## src/rtl/dma_bus_pkg.sv

```systemverilog
package dma_bus_pkg;
  typedef enum logic [1:0] {
    ST_IDLE = 2'd0,
    ST_REQ  = 2'd1,
    ST_XFER = 2'd2
  } dma_st_e;
endpackage

```

## src/rtl/dma_chan_regs.sv

```systemverilog
module dma_chan_regs #(
  parameter int AW = 16,
  parameter int CW = 8
) (
  input  logic          clk_i,
  input  logic          rst_ni,
  input  logic          load_i,
  input  logic [AW-1:0] addr_i,
  input  logic [CW-1:0] count_i,
  input  logic          dir_i,
  input  logic          step_i,
  output logic [AW-1:0] addr_o,
  output logic          dir_o,
  output logic          count_zero_o,
  output logic          count_one_o
);
  localparam logic [CW-1:0] CNT_ONE = CW'(1);

  logic [AW-1:0] addr_q;
  logic [CW-1:0] count_q;
  logic          dir_q;

  always_ff @(posedge clk_i or negedge rst_ni) begin
    if (!rst_ni) begin
      addr_q  <= '0;
      count_q <= '0;
      dir_q   <= 1'b0;
    end else if (load_i) begin
      addr_q  <= addr_i;
      count_q <= count_i;
      dir_q   <= dir_i;
    end else if (step_i) begin
      addr_q  <= addr_q + AW'(1);
      count_q <= count_q - CNT_ONE;
    end
  end

  assign addr_o       = addr_q;
  assign dir_o        = dir_q;
  assign count_zero_o = (count_q == '0);
  assign count_one_o  = (count_q == CNT_ONE);

  p_step_advance_r5: assert property (@(posedge clk_i) disable iff (!rst_ni)
    (step_i && !load_i) |=> (addr_q == AW'($past(addr_q) + AW'(1)))
                         && (count_q == CW'($past(count_q) - CNT_ONE)));

  p_no_step_at_zero_r9: assert property (@(posedge clk_i) disable iff (!rst_ni)
    step_i |-> !count_zero_o);
endmodule

```

## src/rtl/dma_bus_fsm.sv

```systemverilog
module dma_bus_fsm
  import dma_bus_pkg::*;
(
  input  logic clk_i,
  input  logic rst_ni,
  input  logic load_i,
  input  logic xfer_req_i,
  input  logic bus_gnt_i,
  input  logic count_zero_i,
  input  logic count_one_i,
  output logic idle_o,
  output logic bus_req_o,
  output logic own_o,
  output logic step_o,
  output logic done_o
);
  dma_st_e st_q, st_d;
  logic    done_q;
  logic    last;

  assign step_o = (st_q == ST_XFER) && bus_gnt_i && xfer_req_i;
  assign last   = step_o && count_one_i;

  always_comb begin
    st_d = st_q;
    unique case (st_q)
      ST_IDLE: if (xfer_req_i && !count_zero_i) st_d = ST_REQ;
      ST_REQ: begin
        if (!xfer_req_i)    st_d = ST_IDLE;
        else if (bus_gnt_i) st_d = ST_XFER;
      end
      ST_XFER: begin
        if (!bus_gnt_i)       st_d = xfer_req_i ? ST_REQ : ST_IDLE;
        else if (!xfer_req_i) st_d = ST_IDLE;
        else if (last)        st_d = ST_IDLE;
      end
      default: st_d = ST_IDLE;
    endcase
  end

  always_ff @(posedge clk_i or negedge rst_ni) begin
    if (!rst_ni) begin
      st_q   <= ST_IDLE;
      done_q <= 1'b0;
    end else begin
      st_q <= st_d;
      if (last)        done_q <= 1'b1;
      else if (load_i) done_q <= 1'b0;
    end
  end

  assign idle_o    = (st_q == ST_IDLE);
  assign bus_req_o = (st_q != ST_IDLE);
  assign own_o     = (st_q == ST_XFER);
  assign done_o    = done_q;

  p_own_after_grant_r4: assert property (@(posedge clk_i) disable iff (!rst_ni)
    $rose(own_o) |-> $past(bus_gnt_i) && $past(bus_req_o));

  p_release_keep_req_r7: assert property (@(posedge clk_i) disable iff (!rst_ni)
    (own_o && !bus_gnt_i && xfer_req_i) |=> !own_o && bus_req_o);

  p_pause_release_r8: assert property (@(posedge clk_i) disable iff (!rst_ni)
    (own_o && !xfer_req_i) |=> !bus_req_o);

  p_zero_count_idle_r9: assert property (@(posedge clk_i) disable iff (!rst_ni)
    (idle_o && count_zero_i && !load_i) |=> !bus_req_o);
endmodule

```

## src/rtl/dma_bus_switch.sv

```systemverilog
module dma_bus_switch #(
  parameter int AW = 16
) (
  input  logic          clk_i,
  input  logic          rst_ni,
  input  logic          own_i,
  input  logic          dir_i,
  input  logic [AW-1:0] addr_i,
  output logic          sw_cpu_o,
  output logic          sw_dmac_o,
  output logic          sw_periph_o,
  output logic          xfer_gnt_o,
  output logic [AW-1:0] mem_addr_o,
  output logic          mem_we_o,
  output logic          mem_re_o
);
  assign sw_cpu_o    = !own_i;
  assign sw_dmac_o   = own_i;
  assign sw_periph_o = own_i;
  assign xfer_gnt_o  = own_i;
  // Address bus is parked at zero while the processor owns it.
  assign mem_addr_o  = own_i ? addr_i : '0;
  assign mem_we_o    = own_i && !dir_i;
  assign mem_re_o    = own_i && dir_i;

  p_one_strobe_r5: assert property (@(posedge clk_i) disable iff (!rst_ni)
    own_i |-> $onehot({mem_we_o, mem_re_o}));
endmodule

```

## src/rtl/dma_bus_ctrl.sv

```systemverilog
module dma_bus_ctrl #(
  parameter int AW = 16,
  parameter int CW = 8
) (
  input  logic          clk_i,
  input  logic          rst_ni,
  input  logic          cfg_load_i,
  input  logic [AW-1:0] cfg_addr_i,
  input  logic [CW-1:0] cfg_count_i,
  input  logic          cfg_dir_i,
  input  logic          xfer_req_i,
  output logic          xfer_gnt_o,
  output logic          bus_req_o,
  input  logic          bus_gnt_i,
  output logic [AW-1:0] mem_addr_o,
  output logic          mem_we_o,
  output logic          mem_re_o,
  output logic          sw_cpu_o,
  output logic          sw_dmac_o,
  output logic          sw_periph_o,
  output logic          done_o
);
  logic          idle, own, step, load;
  logic          count_zero, count_one, dir;
  logic [AW-1:0] addr;

  assign load = cfg_load_i && idle;

  dma_chan_regs #(.AW(AW), .CW(CW)) u_regs (
    .clk_i        (clk_i),
    .rst_ni       (rst_ni),
    .load_i       (load),
    .addr_i       (cfg_addr_i),
    .count_i      (cfg_count_i),
    .dir_i        (cfg_dir_i),
    .step_i       (step),
    .addr_o       (addr),
    .dir_o        (dir),
    .count_zero_o (count_zero),
    .count_one_o  (count_one)
  );

  dma_bus_fsm u_fsm (
    .clk_i        (clk_i),
    .rst_ni       (rst_ni),
    .load_i       (load),
    .xfer_req_i   (xfer_req_i),
    .bus_gnt_i    (bus_gnt_i),
    .count_zero_i (count_zero),
    .count_one_i  (count_one),
    .idle_o       (idle),
    .bus_req_o    (bus_req_o),
    .own_o        (own),
    .step_o       (step),
    .done_o       (done_o)
  );

  dma_bus_switch #(.AW(AW)) u_sw (
    .clk_i       (clk_i),
    .rst_ni      (rst_ni),
    .own_i       (own),
    .dir_i       (dir),
    .addr_i      (addr),
    .sw_cpu_o    (sw_cpu_o),
    .sw_dmac_o   (sw_dmac_o),
    .sw_periph_o (sw_periph_o),
    .xfer_gnt_o  (xfer_gnt_o),
    .mem_addr_o  (mem_addr_o),
    .mem_we_o    (mem_we_o),
    .mem_re_o    (mem_re_o)
  );

  p_switch_excl_r10: assert property (@(posedge clk_i) disable iff (!rst_ni)
    !(sw_cpu_o && (sw_dmac_o || sw_periph_o)));

  p_strobe_needs_grant_r10: assert property (@(posedge clk_i) disable iff (!rst_ni)
    (xfer_gnt_o || mem_we_o || mem_re_o) |-> $past(bus_gnt_i));

  p_done_returns_bus_r6: assert property (@(posedge clk_i) disable iff (!rst_ni)
    $rose(done_o) |-> !bus_req_o && sw_cpu_o && !xfer_gnt_o);
endmodule

```

## config.mk

```make
export PLATFORM = sky130hd
export DESIGN_NAME = dma_bus_ctrl
export DESIGN_NICKNAME = d
export VERILOG_FILES = /design/src/rtl/dma_bus_pkg.sv /design/src/rtl/dma_chan_regs.sv /design/src/rtl/dma_bus_fsm.sv /design/src/rtl/dma_bus_switch.sv /design/src/rtl/dma_bus_ctrl.sv
export SDC_FILE = /design/constraint.sdc
export NUM_CORES = 1
export LEC_CHECK = 0
export BUFFER_PORTS_ARGS = -buffer_cell sky130_fd_sc_hd__buf_2
export CORE_ASPECT_RATIO = 1.4
export CORE_UTILIZATION = 51
export DETAILED_ROUTE_END_ITERATION = 6
export PLACE_DENSITY = 0.8
export SLEW_MARGIN = 40
export SYNTH_ARGS = -nofsm -noshare
export SYNTH_HDL_FRONTEND = slang
export SYNTH_SLANG_ARGS = --single-unit
```

## constraint.sdc

```tcl
create_clock -name clk_i -period 1.9 [get_ports clk_i]
set_input_delay 0.285 -clock clk_i [delete_from_list [all_inputs] [get_ports clk_i]]
set_output_delay 0.285 -clock clk_i [all_outputs]
set_load 0.1 [all_outputs]
```

==> key figures <==
Outcome
  • Status: finished clean

STA
  • Maximum clock rate: 535 MHz
  • Hold Fails Final Rpt: 0
  • Final period util: 98.4%
  • RSZ-0062 raised after global routing: yes
  • Tightest Pin Transition: 0.624 ns
  • Clock skew: 0.00249 ns
  • # setup viols final: 0
  • Tmin final: 1.87 ns
  • Worst slew margin: 58.4%
  • Slew Limit Fails: 0

Worst setup path
  • CP required: 2.10 ns
  • CP arrival: 2.07 ns
  • Worst setup path class: flop to flop
  • Crit start category: flop
  • CP Capture Type: flop
  • Crit path max fanout: 4
  • R2R depth: 5

Clocking
  • Max Root-Sink Buffers: 2
  • CTS tree: yes
  • Skew-Pair Late Insertion Delay: 0.27 ns
  • Root buf cell: clkbuf_8
  • H-tree levels: 1
  • Reg clk slew, reported paths: 0.09 ns
  • Hold-fix buffers at CTS: 0
  • Cts bufs inserted: 3
  • Number of clock sinks: 28

Synthesis
  • Yosys reg bits: 28
  • Cells after Synth: 195
  • Synthesis Warnings: 0
  • Post-synth top area cell: dfrtp_1
  • Syn Area/Cell: 8.74 um2
  • Primary FF master, synth: dfrtp_1
  • Synth top area cells: dfrtp_1 41%, xnor2_1 7.7%, nand2_1 6.2%, o21ai_0 5.3%, and2_1 4.8%
  • Number of synthesized flops with an enable pin: 0
  • Unique cell type count in the Yosys netlist: 36
  • Async SR Flop Fraction: 100%
  • Sequential area share after synthesis: 41.1%
  • Post-Synthesis Cell Area: 1700 um2
  • Synth Net Count: 229
  • Top-area cell type share of the netlist area: 41.1%

Detailed routing
  • DRT Pass-1 Iters: 4
  • First DRT Iteration DRCs: 36
  • Vias per cell: 5.50
  • Number of routed nets with antenna violations: 0
  • WL per Instance: 14.9 um
  • DRC: 0
  • Via count: 1629
  • Drt total wl: 4420 um

Final layout
  • Synth-to-layout area growth: 50.4%
  • Number of diodes: 0
  • Filler Cell Count: 207
  • Commonest non-fill, non-tap cell in the layout: buf_2
  • Share of layout cells above drive strength 1: 38.9%
  • Non-Filler Instances: 296
  • Most frequent cells in the layout: 31 x buf_2, 28 x nand2_1, 27 x dfrtp_1
  • Fin nets: 293

Placed design
  • Placed cells: 288
  • I/O Buffers: 53
  • Gpl congestion: 0.854
  • Hpwl dp: 3340 um

Floorplanning
  • Die Y-Extent: 70.4 um
  • Total core area: 3150 um2
  • Boundary Pins: 54
  • Die ar.: 3580 um2
  • Site row count: 24
  • Initial core utilization: 54.0%
  • Die X: 50.9 um

Power and ir drop
  • Max VDD drop: 678 uV
  • Pleak: 0.00111 uW
  • Power, Total: 1800 uW
  • PD cells: 703 nW/um2

Run
  • Maxcap violations: 0

GRT
  • Total grt overflow: 0
  • Vias in the first global route: 1599
  • GR Util All Layers: 26.5%
  • Initial antenna violation count: 0
  • Wire length of the first global-routing pass: 7150 um
  • Pin count of the biggest net entering global routing: 29

Hold path
  • Worst min path class: input port to async pin
-- cell families (layout without fill, tap and decap cells) --
logic type      count (synthesis)  count (layout)  synth area share [%]
compound gates                 33              33                  12.0
xor+xnor                       18              18                  9.25
fa+ha+maj                       4               4                  2.94
buf+inv                        18              80                  4.63
flops                          28              28                  41.1
simple gates                   94              94                  30.0
-- layout make-up --
type,instances,area (um2),area share (%)
Clock buffer,3,41.3,1.61
Sequential cell,28,702,27.4
Tap cell,39,48.8,1.90
Inverter,8,33.8,1.32
Multi-Input combinational cell,149,1000,39.1
Timing Repair Buffer,69,736,28.7
-- sequential cells by signal, indices dropped and copies added, names as in the netlist --
register	cells
u_regs.count_q	8
u_regs.dir_o	1
u_regs.addr_o	16
u_fsm.st_q	2
u_fsm.done_o	1
-- report_power, final --
part           switching, uW  internal (uW)  total, uW
sequential               132            703        835
combinational            374            277        650
clock                    175            142        317
-- critical path, cell delays in order, from the launching register on --
cell      delay (ns)
dfrtp_1         0.40
buf_4           0.14
nand4b_4        0.18
or3_4           0.41
or4_4           0.53
a31oi_4         0.14
-- repair_timing --
item,4_1_cts,5_1_grt
resized for setup,3,4
pin swaps,1,2
endpoints found under the setup margin,16,18
buffers inserted,1,4
-- cells in the mapped netlist, types with 4 or more instances --
master / instances
ha_1: 4
clkbuf_1: 7
xnor2_1: 15
o21ai_0: 18
a31oi_1: 4
nand2_1: 28
and2_1: 13
nand3_1: 5
or4_1: 4
nor3_1: 8
dfrtp_1: 28
nor2_1: 14
inv_1: 8
nor4_1: 5
-- final timing paths --
check	slack [ns]	from	end
min in group clk_i	0.21	cfg_dir_i	u_regs.dir_o$_DFFE_PN0P_
hold / removal	0.02	rst_ni	u_regs.addr_o[13]$_DFFE_PN0P_
setup reg to reg	0.03	u_fsm.st_q[0]$_DFFE_PN0P_	u_regs.addr_o[13]$_DFFE_PN0P_
setup / recovery	0.03	u_fsm.st_q[0]$_DFFE_PN0P_	u_regs.addr_o[13]$_DFFE_PN0P_
max in group asynchronous	1.44	rst_ni	u_fsm.st_q[1]$_DFFE_PN0P_
hold reg to reg	0.51	u_fsm.done_o$_DFFE_PN0P_	u_fsm.done_o$_DFFE_PN0P_
-- routing by layer --
metal	vias up	GRT usage, %	wire (um)
met5	-	0	0
met4	0	9.26	93
met3	10	2.83	160
met2	60	51.3	2430
met1	766	28.4	1740
li1	793	-	-
-- stage by stage --
stage          setup slack [ns]  hold slack [ns]   TNS, ns  area [um2]  utilization (%)
6_report                 0.0306           0.0172         0        2560             81.3
5_1_grt                 -0.0256           0.0782   -0.0522        2560             81.3
4_1_cts                -0.00930           0.0340  -0.00930        2490             79.0
3_5_place_dp              0.109            0.335         0        2440             77.3
3_3_place_gp              0.168            0.336         0        2440             77.3
2_1_floorplan            -0.306          -0.0106     -1.22        1760                -
No activity file was read; power rests on OpenSTA's default activity.
